**config.mk**
```make
export PLATFORM = sky130hd
export DESIGN_NAME = keyed_cfg_guard
export DESIGN_NICKNAME = d
export VERILOG_FILES = /design/src/rtl/scfg_pkg.sv /design/src/rtl/scfg_lock.sv /design/src/rtl/scfg_reg.sv /design/src/rtl/scfg_rdmux.sv /design/src/rtl/keyed_cfg_guard.sv
export SDC_FILE = /design/constraint.sdc
export NUM_CORES = 1
export LEC_CHECK = 0
export ABC_CLOCK_PERIOD_IN_PS = 2670
export BUFFER_PORTS_ARGS = -buffer_cell sky130_fd_sc_hd__buf_2
export CAP_MARGIN = 20
export CELL_PAD_IN_SITES_DETAIL_PLACEMENT = 1
export CELL_PAD_IN_SITES_GLOBAL_PLACEMENT = 1
export CORE_UTILIZATION = 42
export CTS_BUF_LIST = sky130_fd_sc_hd__clkbuf_8
export DETAILED_ROUTE_END_ITERATION = 10
export GPL_TIMING_DRIVEN = 0
export PLACE_DENSITY_LB_ADDON = 0.2
export SKIP_LAST_GASP = 1
export SYNTH_ARGS = -nofsm -noshare
export SYNTH_HDL_FRONTEND = slang
export SYNTH_SLANG_ARGS = --single-unit
```
**constraint.sdc**
```tcl
create_clock -name clk -period 2.67 [get_ports clk]
set_clock_uncertainty 0.2 [all_clocks]
set_input_delay 0.534 -clock clk [delete_from_list [all_inputs] [get_ports clk]]
set_output_delay 0.534 -clock clk [all_outputs]
set_load 0.02 [all_outputs]
```
**src/rtl/scfg_pkg.sv**
```systemverilog
package scfg_pkg;

  localparam int NUM_REGS = 5;
  localparam int NUM_DOMS = 2;
  localparam int DOM_SYS  = 0;
  localparam int DOM_CLK  = 1;

  localparam logic [31:0] UNLOCK_KEY = 32'h51AC_0FFE;

  // byte offset of each guarded word
  function automatic logic [31:0] reg_offset(input int idx);
    case (idx)
      0:       reg_offset = 32'h000;
      1:       reg_offset = 32'h010;
      2:       reg_offset = 32'h014;
      3:       reg_offset = 32'h018;
      default: reg_offset = 32'h01C;
    endcase
  endfunction

  function automatic logic [31:0] reg_reset(input int idx);
    case (idx)
      0:       reg_reset = 32'h0000_0401;
      1:       reg_reset = 32'h0000_0FFC;
      2:       reg_reset = 32'h0000_007F;
      3:       reg_reset = 32'h0000_7FFF;
      default: reg_reset = 32'h0000_01FF;
    endcase
  endfunction

  // which lock domain guards each word
  function automatic int reg_domain(input int idx);
    reg_domain = (idx == 0) ? DOM_SYS : DOM_CLK;
  endfunction

  function automatic logic [31:0] lock_offset(input int dom);
    lock_offset = (dom == DOM_SYS) ? 32'h050 : 32'h058;
  endfunction

endpackage

```
**src/rtl/scfg_lock.sv**
```systemverilog
module scfg_lock #(
  parameter int          DATA_W = 32,
  parameter logic [31:0] KEY    = 32'h51AC_0FFE
) (
  input  logic              clk,
  input  logic              rst_n,
  input  logic              wr_en,
  input  logic [DATA_W-1:0] wdata,
  output logic              open_o
);

  logic key_match;
  assign key_match = (wdata == DATA_W'(KEY));

  always_ff @(posedge clk or negedge rst_n) begin
    if (!rst_n)     open_o <= 1'b0;
    else if (wr_en) open_o <= key_match;
  end


  lock_opens_chk: assert property (@(posedge clk) disable iff (!rst_n)
    (wr_en && wdata == DATA_W'(KEY)) |=> open_o);


  lock_shuts_chk: assert property (@(posedge clk) disable iff (!rst_n)
    (wr_en && wdata != DATA_W'(KEY)) |=> !open_o);


  lock_hold_chk: assert property (@(posedge clk) disable iff (!rst_n)
    !wr_en |=> $stable(open_o));

endmodule

```
**src/rtl/scfg_reg.sv**
```systemverilog
module scfg_reg #(
  parameter int                DATA_W = 32,
  parameter logic [DATA_W-1:0] RESET  = '0
) (
  input  logic              clk,
  input  logic              rst_n,
  input  logic              wr_hit,
  input  logic              unlocked,
  input  logic [DATA_W-1:0] wdata,
  output logic [DATA_W-1:0] q
);

  logic accept;
  assign accept = wr_hit && unlocked;

  always_ff @(posedge clk or negedge rst_n) begin
    if (!rst_n)      q <= RESET;
    else if (accept) q <= wdata;
  end


  locked_drop_chk: assert property (@(posedge clk) disable iff (!rst_n)
    (wr_hit && !unlocked) |=> $stable(q));


  open_write_chk: assert property (@(posedge clk) disable iff (!rst_n)
    (wr_hit && unlocked) |=> (q == $past(wdata)));


  idle_hold_chk: assert property (@(posedge clk) disable iff (!rst_n)
    !wr_hit |=> $stable(q));

endmodule

```
**src/rtl/scfg_rdmux.sv**
```systemverilog
module scfg_rdmux
  import scfg_pkg::*;
#(
  parameter int ADDR_W = 12,
  parameter int DATA_W = 32
) (
  input  logic [ADDR_W-1:0]                 addr,
  input  logic [NUM_REGS-1:0][DATA_W-1:0]   regs_q,
  input  logic [NUM_DOMS-1:0]               dom_open,
  output logic [DATA_W-1:0]                 rdata
);

  always_comb begin
    rdata = '0;
    for (int r = 0; r < NUM_REGS; r++) begin
      if (addr == ADDR_W'(reg_offset(r))) rdata = regs_q[r];
    end
    for (int d = 0; d < NUM_DOMS; d++) begin
      if (addr == ADDR_W'(lock_offset(d))) rdata = DATA_W'(dom_open[d]);
    end
  end

endmodule

```
**src/rtl/keyed_cfg_guard.sv**
```systemverilog
module keyed_cfg_guard
  import scfg_pkg::*;
#(
  parameter int ADDR_W = 12,
  parameter int DATA_W = 32
) (
  input  logic              clk,
  input  logic              rst_n,
  input  logic [ADDR_W-1:0] bus_addr,
  input  logic              bus_wr_en,
  input  logic [DATA_W-1:0] bus_wdata,
  output logic [DATA_W-1:0] bus_rdata,
  output logic [DATA_W-1:0] sys_ctrl_o,
  output logic [DATA_W-1:0] core_gate_o,
  output logic [DATA_W-1:0] ahb_gate_o,
  output logic [DATA_W-1:0] apb0_gate_o,
  output logic [DATA_W-1:0] apb1_gate_o
);

  logic [NUM_DOMS-1:0]             dom_open;
  logic [NUM_REGS-1:0][DATA_W-1:0] regs_q;

  for (genvar d = 0; d < NUM_DOMS; d++) begin : g_lock
    logic lk_wr;
    assign lk_wr = bus_wr_en && (bus_addr == ADDR_W'(lock_offset(d)));
    scfg_lock #(.DATA_W(DATA_W), .KEY(UNLOCK_KEY)) u_lock (
      .clk   (clk),
      .rst_n (rst_n),
      .wr_en (lk_wr),
      .wdata (bus_wdata),
      .open_o(dom_open[d])
    );
  end

  for (genvar r = 0; r < NUM_REGS; r++) begin : g_reg
    logic hit;
    assign hit = bus_wr_en && (bus_addr == ADDR_W'(reg_offset(r)));
    scfg_reg #(.DATA_W(DATA_W), .RESET(DATA_W'(reg_reset(r)))) u_reg (
      .clk     (clk),
      .rst_n   (rst_n),
      .wr_hit  (hit),
      .unlocked(dom_open[reg_domain(r)]),
      .wdata   (bus_wdata),
      .q       (regs_q[r])
    );
  end

  scfg_rdmux #(.ADDR_W(ADDR_W), .DATA_W(DATA_W)) u_rdmux (
    .addr    (bus_addr),
    .regs_q  (regs_q),
    .dom_open(dom_open),
    .rdata   (bus_rdata)
  );

  assign sys_ctrl_o  = regs_q[0];
  assign core_gate_o = regs_q[1];
  assign ahb_gate_o  = regs_q[2];
  assign apb0_gate_o = regs_q[3];
  assign apb1_gate_o = regs_q[4];


  lock_read_width_chk: assert property (@(posedge clk) disable iff (!rst_n)
    (bus_addr == ADDR_W'(lock_offset(DOM_SYS)) || bus_addr == ADDR_W'(lock_offset(DOM_CLK)))
      |-> (bus_rdata[DATA_W-1:1] == '0));


  sys_domain_isolation_chk: assert property (@(posedge clk) disable iff (!rst_n)
    (bus_wr_en && !dom_open[DOM_CLK]) |=> ($stable(core_gate_o) && $stable(apb1_gate_o)));

endmodule

```
[Word level (Yosys, flattened, before mapping)]
Cells that the tools add are included.
Storage, ports and cells
  flip-flop bits (word level): 162
  input bits: 47
  output and inout port bits: 192
  logic and storage cells: 34
Operators by class
  eq/ne operators: 7
  mux-type cells: 7
  reductions and logical operators: 13
Operators with widths (number)
  $mux W32: 7
  $eq A12 B5 Y1 const B: 4
  $eq A32 B31 Y1 const B: 1
  $eq A12 B7 Y1 const B: 2
  $logic_and A1 B1 Y1: 12
  $logic_not A12 Y1: 1

[Logic depth before layout (Yosys ltp)]
Gate-level depths: netlist of run 1.
  depth in word-level cells: 8
  depth in mapped cells: 6
  depth with buffers taken out: 4

[Cells and area by module]
Synthesis of run 1 repeated with hierarchy kept, for this count alone.
Second synthesis, totals
  cells, all modules: 624
  area total of the unflattened synthesis: 8793.4 µm²
Modules (own cells, without submodules)
  scfg_rdmux: times used 1, cells each 237, area an instance 1625.3 µm², seq. area each 0.0 µm²
  scfg_reg (g_reg[3].u_reg): times used 1, cells each 68, area an instance 1363.8 µm², seq. area each 819.5 µm²
  scfg_reg (g_reg[1].u_reg): times used 1, cells each 68, area an instance 1357.6 µm², seq. area each 813.3 µm²
  scfg_reg (g_reg[4].u_reg): times used 1, cells each 68, area an instance 1356.3 µm², seq. area each 812.0 µm²
  scfg_reg (g_reg[2].u_reg): times used 1, cells each 68, area an instance 1353.8 µm², seq. area each 809.5 µm²
  scfg_reg (g_reg[0].u_reg): times used 1, cells each 68, area an instance 1347.5 µm², seq. area each 803.3 µm²
  scfg_lock: times used 2, cells each 14, area an instance 132.6 µm², seq. area each 25.0 µm²
  keyed_cfg_guard: times used 1, cells each 19, area an instance 123.9 µm², seq. area each 0.0 µm²

[Least setup slack after synthesis of run 1]
No wires, ideal clock.
  kind: input port to output port
  start: input port bus_addr[9]
  end: output port bus_rdata[10]
  arrival time: 2.221 ns
  required time: 1.936 ns
  path slack: -0.285 ns
  stages: 5
  path buffers: 1
  cells stage by stage: or4_4 -> nor2_8 -> o21ai_0 -> clkbuf_1 -> a211oi_1
Between the ends
  word-level cells in the longest chain between the ends: 8
  elaborated cells between the ends (all ways): 14
  classes of those cells: eq/ne (6); mux (7); reduce/logical (1)
Ends and longest elaborated chain
  from (decl): line keyed_cfg_guard.sv:9  | input logic [ADDR_W-1:0] bus_addr,
  $logic_not A12 Y1: line scfg_rdmux.sv:16  | if (addr == ADDR_W'(reg_offset(r))) rdata = regs_q[r];
  $mux W32 (5 in series): line scfg_rdmux.sv:16
  $mux W32: line scfg_rdmux.sv:19  | if (addr == ADDR_W'(lock_offset(d))) rdata = DATA_W'(dom_open[d]);
  $mux W32 (*): line scfg_rdmux.sv:19
  to (decl): line keyed_cfg_guard.sv:12  | output logic [DATA_W-1:0] bus_rdata,
Every way passes the cells marked *; elsewhere a longest branch is shown, timed or not.

[Worst setup path in the final report of run 1]
  start: input port bus_addr[9]
  end: output port bus_rdata[7]
Same word-level chain as after synthesis.

==> reports/qor_table.md, run 1 <==
| Stage | Parameter | Value |
|:---|:---|:---|
| routing | Drt pass-1 iters | 4 |
| place | Dpl hpwl | 18000 um |
| yosys | Share of the synthesized netlist area taken by xor and xnor gates | 0% |
| die | Number of rows created at floorplan | 49 |
| routing | Detailed Route WL | 25800 um |
| power and ir drop | Total power | 4.58 mW |
| yosys | Fraction of the mapped netlist area in simple logic gates | 7.11% |
| final layout | Final layout net count | 880 |
| place | Count of input and output buffers | 235 |
| timing | Achievable Freq | 0.351 GHz |
| die | Die width | 138 um |
| timing | # setup viols final | 32 |
| setup path | Startpoint types | input port |
| clock network | Deepest clock path buffer count | 2 |
| clock network | Clock-pin slew on the worst setup and hold paths | 90 ps |
| setup path | Arrival time at the worst endpoint | 2120 ps |
| yosys | Mux share of post-synthesis cell area | 29.8% |
| yosys | #FFs+latches synth | 162 |
| clock network | Sinks on Clock Net | 162 |
| setup path | Type of the worst setup path | in2out |
| final layout | Filler cell count in the final layout | 1864 |
| final layout | Commonest cells after routing, fill and taps aside | 213 x sky130_fd_sc_hd__buf_2, 156 x sky130_fd_sc_hd__mux2_2, 119 x sky130_fd_sc_hd__dfrtp_1 |
| routing | Number of design rule violations left after detail routing | 0 |
| yosys | Summed instance area of the synthesized netlist | 7740 sq um |
| final layout | Commonest non-fill, non-tap cell in the layout | sky130_fd_sc_hd__buf_2 |
| timing | Slew Limit Fails | 0 |
| power and ir drop | Power per Cell Area | 438 nW/um^2 |
| place | RD Place Congestion | 0.796 |
| place | Pre-CTS setup slack | -933 ps |
| yosys | Number of instances in the synthesized netlist | 570 |
| die | Number of placed I/O pins | 239 |
| timing | Transition at the pin with the smallest max-transition slack | 606 ps |
| timing | Worst hold slack after final layout | 161 ps |
| yosys | Library cells used by synthesis | 37 |
| timing | Shortest period the worst path allows | 2850 ps |
| global routing | Number of global-route vias before repair | 6456 |
| global routing | Overall global routing resource usage | 27.9% |
| routing | Iter 0 DRT Violations | 266 |
| final layout | Total area of sequential cells | 4110 sq um |
| clock network | CTS root buffer | sky130_fd_sc_hd__clkbuf_8 |
| routing | Vias per cell | 5.61 |
| routing | DR WL/cell | 24.0 um |
| timing | Final period utilization | 107% |
| flow run | Max Cap Violations | 0 |
| die | Floorplan core area | 18000 sq um |
| routing | Number of vias in the routed layout | 6029 |
| setup path | Req. time, crit path | 1940 ps |
| yosys | Share of the synthesized area in compound gates (AO/OA/AOI/OAI) | 6.97% |
| yosys | Post-Syn Nets | 617 |
| die | Vertical extent of the die | 138 um |
| clock network | Clock latency of the later-clocked register in the worst-skew pair | 460 ps |
| final layout | Multi-input gate area | 3820 sq um |
| timing | Hold Violations, Final | 0 |
| yosys | Synth warnings | 0 |
| yosys | Adder and majority gate portion of the synthesized area | 0% |
| final layout | Layout area overhead | 34.9% |
| clock network | Number of clock buffers inserted by TritonCTS | 17 |
| setup path | Kind of end point of the critical path | output port |
| final layout | Fraction of layout cells with a size suffix above 1 | 69.4% |
| clock network | CTS H-Tree Depth | 4 |
| setup path | Crit Path Max Fanout | 10 |
| power and ir drop | Static power due to leakage | 5.35 nW |
| yosys | Dominant combinational cell family by area after synthesis | multiplexers |
| die | Full die area | 19000 sq um |
| global routing | Maximum number of pins on one net before global-route repair | 97 |
| place | Total cell area at the placement stage | 9660 sq um |
| global routing | Total congestion overflow after global routing | 0 |
| timing | Worst-case headroom to the max-slew limit | 59.0% |
| global routing | Number of antenna violations at the first check in global routing | 0 |
| routing | Number of nets with antenna violations after routing | 0 |
| global routing | First-pass GRT wire length | 38800 um |
| die | Starting Density | 43.0% |
| final layout | Non-Filler Cell Area, Final | 10400 sq um |
| timing | Setup ws final | -180 ps |
| final layout | N_diodes | 0 |
| yosys | Sequential area share after synthesis | 53.1% |
| hold path | Worst hold path class | in2reg |
| power and ir drop | Peak supply drop | 0.283 mV |
| yosys | Mean post-synth cell area | 13.6 sq um |
| clock network | TritonCTS clock tree | yes |
| run status | Status | complete, but fails checks |
| run status | Violated checks | setup timing |
| timing | Setup repair after global routing missed its margin | yes |
[final timing paths]
kind                                         start                   end  slack [ps]  cells past startpoint
setup / recovery                       bus_addr[9]          bus_rdata[7]        -180                      7
hold / removal                       bus_wdata[24]  g_reg[3].u_reg.q[24]         160                      2
setup reg to reg           g_lock[1].u_lock.open_o   g_reg[1].u_reg.q[4]         640                      5
hold reg to reg               g_reg[1].u_reg.q[30]  g_reg[1].u_reg.q[30]         330                      1
max in group asynchronous                    rst_n   g_reg[1].u_reg.q[6]         990                      3
min in group asynchronous                    rst_n  g_reg[4].u_reg.q[27]         390                      2
[cells in the mapped netlist]
cell                         n  area [sq um]
sky130_fd_sc_hd__buf_6       1          11.3
sky130_fd_sc_hd__nand4b_4    2          47.6
sky130_fd_sc_hd__o221ai_1   30           263
sky130_fd_sc_hd__mux2_4     30           450
sky130_fd_sc_hd__o32ai_1     1          8.76
sky130_fd_sc_hd__nand3_2     1          10.0
sky130_fd_sc_hd__mux2i_1     2          20.0
sky130_fd_sc_hd__a211oi_1   30           225
sky130_fd_sc_hd__nand4_1     2          12.5
sky130_fd_sc_hd__mux2_2    156          1760
sky130_fd_sc_hd__nor4bb_1    4          40.0
sky130_fd_sc_hd__nor3_1      1          5.00
sky130_fd_sc_hd__and3_1      1          6.26
sky130_fd_sc_hd__clkbuf_1   24          90.1
sky130_fd_sc_hd__a21oi_1     1          5.00
sky130_fd_sc_hd__inv_1       1          3.75
sky130_fd_sc_hd__or4_1       1          7.51
sky130_fd_sc_hd__nand2b_1    4          25.0
sky130_fd_sc_hd__buf_2      14          70.1
sky130_fd_sc_hd__nand2_1    36           135
sky130_fd_sc_hd__o41ai_1     1          8.76
sky130_fd_sc_hd__o21ai_0     4          20.0
sky130_fd_sc_hd__a221oi_1    1          8.76
sky130_fd_sc_hd__nor2_8      1          20.0
sky130_fd_sc_hd__nor4b_1     2          17.5
sky130_fd_sc_hd__dfstp_2    43          1130
sky130_fd_sc_hd__nand3_1     1          5.00
sky130_fd_sc_hd__nor2b_1     2          12.5
sky130_fd_sc_hd__or4_4       2          22.5
sky130_fd_sc_hd__buf_12      3          60.1
sky130_fd_sc_hd__dfrtp_1   119          2980
sky130_fd_sc_hd__nor2_1     33           124
sky130_fd_sc_hd__buf_1       1          3.75
sky130_fd_sc_hd__nand4b_1    3          26.3
sky130_fd_sc_hd__mux2_1      7          78.8
sky130_fd_sc_hd__and4_1      1          8.76
sky130_fd_sc_hd__nor4_1      4          25.0
[area by class of cell]
cell class,instances,share of cell area (%)
Sequential cell,162,39.3
Clock inverter,15,1.52
Clock buffer,17,2.24
Timing Repair Buffer,244,13.5
Tap cell,229,2.74
Buffer,43,4.04
Multi-Input combinational cell,364,36.6
Inverter,1,0.0359
[critical path, cell delays in order]
cell                        delay (ps)
sky130_fd_sc_hd__buf_6              90
sky130_fd_sc_hd__or4_4             570
sky130_fd_sc_hd__nor2_8            160
sky130_fd_sc_hd__o21ai_4           140
sky130_fd_sc_hd__clkbuf_16         240
sky130_fd_sc_hd__a211oi_4          200
sky130_fd_sc_hd__buf_4             180
[power breakdown]
| part | internal (mW) | total [mW] | leakage, nW | switching, mW |
|---|---|---|---|---|
| sequential | 2.45 | 2.45 | 2.11 | 0.0000000000000963 |
| clock | 0.842 | 1.83 | 0.204 | 0.984 |
| combinational | 0.0907 | 0.297 | 3.04 | 0.206 |
[cell families (layout without fill, tap and decap cells)]
| kind of cell | Yosys count | in the layout |
|---|---|---|
| muxes | 195 | 195 |
| buffers and inverters | 44 | 320 |
| and+or+nand+nor | 101 | 101 |
| AOI/OAI and AO/OA | 68 | 68 |
| DFF | 162 | 162 |
[metrics by stage]
stage	cells	utilization, %	setup TNS (ps)
floorplan	570	-	-362
global placement	1034	53.4	-234740
detailed placement	1035	53.6	-31590
CTS	1071	57.5	-3650
global route	1075	57.9	-4320
finish	1075	57.9	-3530
[routing by layer]
metal  global-route usage, %  vias up  share of wire, %
met1                    35.5     3160                42
met3                    6.36       42               5.7
met2                    46.9      212                50
met5                       0        -                 0
met4                    8.64        0               2.0
li1                        -     2615                 -
[sequential cells by signal (all words and copies together) (netlist names)]
name                  count
g.u_reg.q               160
g_lock.u_lock.open_o      2
[timing repair]
action                     4_1_cts  5_1_grt
hold buffers                     1        0
setup buffers                    2        4
hold endpoints to repair        53        0
pin swaps                        4        2
cloned                           1        0
resized for setup               89       23
setup endpoints to repair       32       32
Power figures use the tool's default switching activity.
==> run 2, diff against run 1 <==
--- a/config.mk
+++ b/config.mk
@@ -7,15 +7,15 @@
 export LEC_CHECK = 0
 export ABC_CLOCK_PERIOD_IN_PS = 2670
 export BUFFER_PORTS_ARGS = -buffer_cell sky130_fd_sc_hd__buf_2
-export CAP_MARGIN = 20
 export CELL_PAD_IN_SITES_DETAIL_PLACEMENT = 1
 export CELL_PAD_IN_SITES_GLOBAL_PLACEMENT = 1
 export CORE_UTILIZATION = 42
 export CTS_BUF_LIST = sky130_fd_sc_hd__clkbuf_8
 export DETAILED_ROUTE_END_ITERATION = 10
 export GPL_TIMING_DRIVEN = 0
-export PLACE_DENSITY_LB_ADDON = 0.2
+export PLACE_DENSITY = 0.85
 export SKIP_LAST_GASP = 1
+export SLEW_MARGIN = 5
 export SYNTH_ARGS = -nofsm -noshare
 export SYNTH_HDL_FRONTEND = slang
 export SYNTH_SLANG_ARGS = --single-unit
==> reports/qor_table.md, run 2 (same netlist as run 1, synthesis figures left out) <==
| Stage | Parameter | Value |
|:---|:---|:---|
| run status | Status | complete, but fails checks |
| run status | Violated checks | setup timing |
| timing | Setup ws final | -157 ps |
| clock network | Clock-pin slew on the worst setup and hold paths | 80 ps |
| routing | Number of nets with antenna violations after routing | 0 |
| die | Number of rows created at floorplan | 49 |
| power and ir drop | Clock share of power | 39.4% |
| clock network | Number of clock buffers inserted by TritonCTS | 17 |
| die | Number of placed I/O pins | 239 |
| timing | Final period utilization | 106% |
| final layout | N_diodes | 0 |
| global routing | Number of global-route vias before repair | 6641 |
| setup path | Crit Path Max Fanout | 7 |
| timing | # setup viols final | 32 |
| routing | Number of vias in the routed layout | 6122 |
| global routing | M2 GR Usage | 47.0% |
| final layout | Flip-flop count of the largest register after layout | 160 |
| place | Dpl hpwl | 17900 um |
| global routing | GRT met1 Usage | 34.8% |
| clock network | TritonCTS clock tree | yes |
| timing | Shortest period the worst path allows | 2830 ps |
| timing | Setup repair after global routing missed its margin | yes |
| clock network | Sinks on Clock Net | 162 |
| clock network | Deepest clock path buffer count | 2 |
| power and ir drop | Power per Cell Area | 433 nW/um^2 |
| place | RD Place Congestion | 0.758 |
| die | Full die area | 19000 sq um |
| routing | Iter 0 DRT Violations | 237 |
| routing | Vias per cell | 5.68 |
| setup path | Req. time, crit path | 1940 ps |
| final layout | Commonest cells after routing, fill and taps aside | 215 x sky130_fd_sc_hd__buf_2, 156 x sky130_fd_sc_hd__mux2_2, 119 x sky130_fd_sc_hd__dfrtp_1 |
| routing | Drt pass-1 iters | 4 |
| global routing | Maximum number of pins on one net before global-route repair | 118 |
| setup path | Arrival time at the worst endpoint | 2090 ps |
| final layout | Final layout net count | 883 |
| setup path | Kind of end point of the critical path | output port |
| clock network | CTS H-Tree Depth | 4 |
| routing | Detailed Route WL | 26000 um |
| timing | Slew Limit Fails | 0 |
| power and ir drop | Static power due to leakage | 5.37 nW |
| setup path | Type of the worst setup path | in2out |
| final layout | Largest registers in the final layout | g.u_reg.q: 160 flops, g_lock.u_lock.open_o: 2 flops |
| final layout | Reg with most FFs | g.u_reg.q |
| die | Vertical extent of the die | 138 um |
| power and ir drop | Internal portion of total power | 3.40 mW |
| final layout | Commonest non-fill, non-tap cell in the layout | sky130_fd_sc_hd__buf_2 |
| power and ir drop | Fraction of power consumed by combinational cells | 6.5% |
| setup path | Startpoint types | input port |
| timing | Achievable Freq | 0.354 GHz |
| die | Floorplan core area | 18000 sq um |
| power and ir drop | Share of power burned in registers | 54.1% |
| routing | Number of design rule violations left after detail routing | 0 |
| flow run | Max Cap Violations | 0 |
| die | Starting Density | 43.0% |
| hold path | Worst hold path class | in2reg |
| final layout | Post-layout utilization of the core | 58.1% |
| place | Count of input and output buffers | 235 |
| timing | Hold Violations, Final | 0 |
| global routing | Overall global routing resource usage | 27.9% |
| routing | DR WL/cell | 24.1 um |
| clock network | CTS root buffer | sky130_fd_sc_hd__clkbuf_8 |
| global routing | First-pass GRT wire length | 38700 um |
| clock network | Clock latency of the later-clocked register in the worst-skew pair | 440 ps |
| global routing | GR peak layer | met2 |
| global routing | Total congestion overflow after global routing | 0 |
| timing | Worst-case headroom to the max-slew limit | 60.7% |
| final layout | Layout area overhead | 35.4% |
| power and ir drop | Net Sw Power | 1.14 mW |
| place | Pre-CTS setup slack | -883 ps |
| global routing | Number of antenna violations at the first check in global routing | 0 |
| power and ir drop | Switching portion of total power | 25.2% |
| final layout | Fraction of layout cells with a size suffix above 1 | 69.7% |
| global routing | Met3 layer usage reported by global route | 6.25% |
| die | Die width | 138 um |
| power and ir drop | Peak supply drop | 0.298 mV |
| timing | Transition at the pin with the smallest max-transition slack | 589 ps |
[run 2: area by class of cell]
| class | instances | area [sq um] |
|---|---|---|
| Inverter | 1 | 3.75 |
| Clock inverter | 14 | 141 |
| Sequential cell | 162 | 4110 |
| Tap cell | 229 | 287 |
| Multi-Input combinational cell | 364 | 3840 |
| Clock buffer | 18 | 248 |
| Fill cell | 1858 | 7540 |
| Timing Repair Buffer | 247 | 1460 |
| Buffer | 43 | 394 |
[run 2: worst paths after layout]
kind	slack (ps)	cells after the start	from	end
worst max-delay path	-160	7	bus_addr[10]	bus_rdata[14]
worst min-delay path	190	2	bus_wdata[16]	g_reg[3].u_reg.q[16]
worst max register to register	640	5	g_lock[1].u_lock.open_o	g_reg[3].u_reg.q[24]
worst min register to register	330	1	g_reg[1].u_reg.q[30]	g_reg[1].u_reg.q[30]
max in group asynchronous	1010	3	rst_n	g_reg[1].u_reg.q[0]
min in group asynchronous	350	2	rst_n	g_reg[4].u_reg.q[19]
[run 2: worst max-delay path, cell delays in order]
cell,delay (ps)
sky130_fd_sc_hd__buf_6,90
sky130_fd_sc_hd__or4_4,570
sky130_fd_sc_hd__nor2_8,150
sky130_fd_sc_hd__o21ai_4,160
sky130_fd_sc_hd__clkbuf_16,230
sky130_fd_sc_hd__a211oi_4,200
sky130_fd_sc_hd__buf_6,150
[run 2: what timing repair did]
item	CTS	global route
hold buffers	1	0
hold endpoints to repair	45	0
buffers inserted	3	5
pin swaps	3	5
endpoints found under the setup margin	32	32
gates resized for setup	85	30
cloned	0	3
[run 2: through the flow]
stage	setup TNS [ps]	std cells	instance area [sq um]	hold WS (ps)	power, mW
final	-3750	1078	10500	194	4.54
after global routing	-4520	1078	10500	174	4.68
after CTS	-3300	1071	10300	165	4.58
after detailed placement	-31380	1035	9660	251	2.77
after global placement	-248680	1034	9620	303	2.76
after floorplan	-362	570	8160	38.4	2.60
[run 2: layer usage]
layer  wire length [um]  vias to the layer above
met5                  0                        -
met1              11000                     3203
li1                   -                     2622
met3               1590                       46
met4                485                        0
met2              13000                      251
[run 2: power groups by stage]
stage	Sequential (mW)	Clock, mW	Combinational (mW)
finish	2.45	1.79	0.295
global route	2.46	1.91	0.318
CTS	2.45	1.83	0.293
detailed placement	2.50	0	0.272
global placement	2.50	0	0.260
floorplan	2.50	0	0.101
==> run 3, diff against run 2 <==
--- a/config.mk
+++ b/config.mk
@@ -13,7 +13,7 @@
 export CTS_BUF_LIST = sky130_fd_sc_hd__clkbuf_8
 export DETAILED_ROUTE_END_ITERATION = 10
 export GPL_TIMING_DRIVEN = 0
-export PLACE_DENSITY = 0.85
+export PLACE_DENSITY_LB_ADDON = 0.1
 export SKIP_LAST_GASP = 1
 export SLEW_MARGIN = 5
 export SYNTH_ARGS = -nofsm -noshare
==> reports/qor_table.md, run 3 (same netlist as run 1, synthesis figures left out) <==
| Stage | Parameter | Value |
|:---|:---|:---|
| run status | Status | complete, but fails checks |
| run status | Violated checks | setup timing |
| timing | Final TNS setup | -3740 ps |
| setup path | Type of the worst setup path | in2out |
| global routing | Number of antenna violations at the first check in global routing | 0 |
| clock network | TritonCTS clock tree | yes |
| die | Vertical extent of the die | 138 um |
| routing | Routed wire length on met2 | 12900 um |
| global routing | First-pass GRT wire length | 38700 um |
| final layout | Fraction of layout cells with a size suffix above 1 | 69.4% |
| place | Cell count after placement | 1035 |
| global routing | Overall global routing resource usage | 28.0% |
| setup path | Crit Path Max Fanout | 10 |
| clock network | CTS root buffer | sky130_fd_sc_hd__clkbuf_8 |
| place | Pre-CTS setup slack | -917 ps |
| final layout | Commonest non-fill, non-tap cell in the layout | sky130_fd_sc_hd__buf_2 |
| final layout | Final layout net count | 878 |
| routing | Vias per cell | 5.58 |
| flow run | Max Cap Violations | 0 |
| place | Total cell area at the placement stage | 9660 sq um |
| place | RD Place Congestion | 0.806 |
| die | Floorplan core area | 18000 sq um |
| routing | Highest layer used for signal routing | met4 |
| power and ir drop | Static power due to leakage | 5.34 nW |
| final layout | N_diodes | 0 |
| final layout | Number of cells in the finished layout apart from fillers | 1073 |
| final layout | Total area of sequential cells | 4110 sq um |
| final layout | Filler cell count in the final layout | 1853 |
| timing | Hold Violations, Final | 0 |
| power and ir drop | Total power | 4.64 mW |
| routing | Number of design rule violations left after detail routing | 0 |
| clock network | Deepest clock path buffer count | 2 |
| place | Dpl hpwl | 17700 um |
| hold path | Worst hold path cell count | 2 |
| routing | Met1 WL | 11000 um |
| clock network | CTS H-Tree Depth | 4 |
| timing | Setup repair after global routing missed its margin | yes |
| routing | Drt pass-1 iters | 4 |
| setup path | Startpoint types | input port |
| hold path | Worst hold path class | in2reg |
| timing | Transition at the pin with the smallest max-transition slack | 587 ps |
| routing | Number of vias in the routed layout | 5989 |
| clock network | Sinks on Clock Net | 162 |
| routing | DR WL/cell | 23.8 um |
| global routing | Total congestion overflow after global routing | 0 |
| die | Number of placed I/O pins | 239 |
| global routing | Number of global-route vias before repair | 6417 |
| power and ir drop | Power per Cell Area | 446 nW/um^2 |
| routing | Met3 wire len | 1350 um |
| final layout | Flip-flop count of the largest register after layout | 160 |
| final layout | Reg with most FFs | g.u_reg.q |
| setup path | Req. time, crit path | 1940 ps |
| final layout | Post-layout utilization of the core | 57.7% |
| clock network | Number of clock buffers inserted by TritonCTS | 17 |
| setup path | Kind of end point of the critical path | output port |
| timing | Shortest period the worst path allows | 2840 ps |
| final layout | Multi-input gate area | 3830 sq um |
| timing | Worst hold slack after final layout | 178 ps |
| setup path | Reg2reg path depth | 5 |
| die | Number of rows created at floorplan | 49 |
| timing | Setup ws final | -168 ps |
| timing | Worst-case headroom to the max-slew limit | 60.9% |
| global routing | Maximum number of pins on one net before global-route repair | 90 |
| timing | Final period utilization | 106% |
| timing | # setup viols final | 32 |
| final layout | Layout area overhead | 34.4% |
| die | Full die area | 19000 sq um |
| clock network | Clock latency of the later-clocked register in the worst-skew pair | 440 ps |
| place | Count of input and output buffers | 235 |
| timing | Slew Limit Fails | 0 |
| routing | Detailed Route WL | 25600 um |
| routing | Iter 0 DRT Violations | 249 |
| timing | Achievable Freq | 0.352 GHz |
| power and ir drop | Peak supply drop | 0.308 mV |
| routing | Number of nets with antenna violations after routing | 0 |
| final layout | Commonest cells after routing, fill and taps aside | 216 x sky130_fd_sc_hd__buf_2, 156 x sky130_fd_sc_hd__mux2_2, 119 x sky130_fd_sc_hd__dfrtp_1 |
| final layout | Non-Filler Cell Area, Final | 10400 sq um |
| final layout | Largest registers in the final layout | g.u_reg.q: 160 flops, g_lock.u_lock.open_o: 2 flops |
| die | Die width | 138 um |
| clock network | Clock-pin slew on the worst setup and hold paths | 100 ps |
| setup path | Arrival time at the worst endpoint | 2100 ps |
| die | Starting Density | 43.0% |
==> run 3: changes by cell type in the layout (fill, tap and decap cells not counted), sizes merged <==
cell / previous run / this run
buf: 271 / 259
clkinv: 5 / 6
clkbuf: 36 / 42
clkinvlp: 2 / 1
inv: 6 / 7
==> run 3: path summary, 6_finish.rpt <==
path                                        end  slack, ps                    start
min in group asynchronous  g_reg[2].u_reg.q[27]        430                    rst_n
max in group asynchronous  g_reg[0].u_reg.q[10]        960                    rst_n
min                        g_reg[3].u_reg.q[24]        180            bus_wdata[24]
max                                bus_rdata[2]       -170              bus_addr[9]
min reg2reg                g_reg[4].u_reg.q[27]        330     g_reg[4].u_reg.q[27]
max reg2reg                g_reg[1].u_reg.q[16]        580  g_lock[1].u_lock.open_o
==> run 3: layout make-up <==
class                   instances  area share, %
inverters                       1         0.0361
clock inverters                15           1.71
well taps                     229           2.75
multi-input cells             364           36.8
clock buffers                  17           2.25
flip-flops and latches        162           39.5
plain buffers                  43           3.85
repair buffers                242           13.1
==> run 3: per-layer routing <==
layer  global-route usage, %  vias up
met5                       0        -
met4                    8.57        0
met3                    4.67       28
met2                    47.0      208
met1                    37.0     3145
li1                        -     2608
==> run 3: timing repair <==
action	in CTS	in global routing
pin swaps	4	0
gates cloned	1	0
hold buffers	1	0
endpoints found under the setup margin	32	32
setup buffers	2	2
hold endpoints to repair	46	0
resized for setup	67	30
==> run 3: where the power goes <==
group | internal (mW) | total, mW | leakage [nW] | switching (mW)
sequential | 2.46 | 2.46 | 2.11 | 0.0000000000000932
clock | 0.864 | 1.89 | 0.208 | 1.02
combinational | 0.0878 | 0.294 | 3.03 | 0.206
total | 3.41 | 4.64 | 5.34 | 1.23
==> run 3: worst max-delay path: stages <==
cell,delay [ps]
sky130_fd_sc_hd__buf_6,90
sky130_fd_sc_hd__or4_4,570
sky130_fd_sc_hd__nor2_8,150
sky130_fd_sc_hd__o21ai_4,130
sky130_fd_sc_hd__clkbuf_16,240
sky130_fd_sc_hd__a211oi_4,190
sky130_fd_sc_hd__buf_4,180
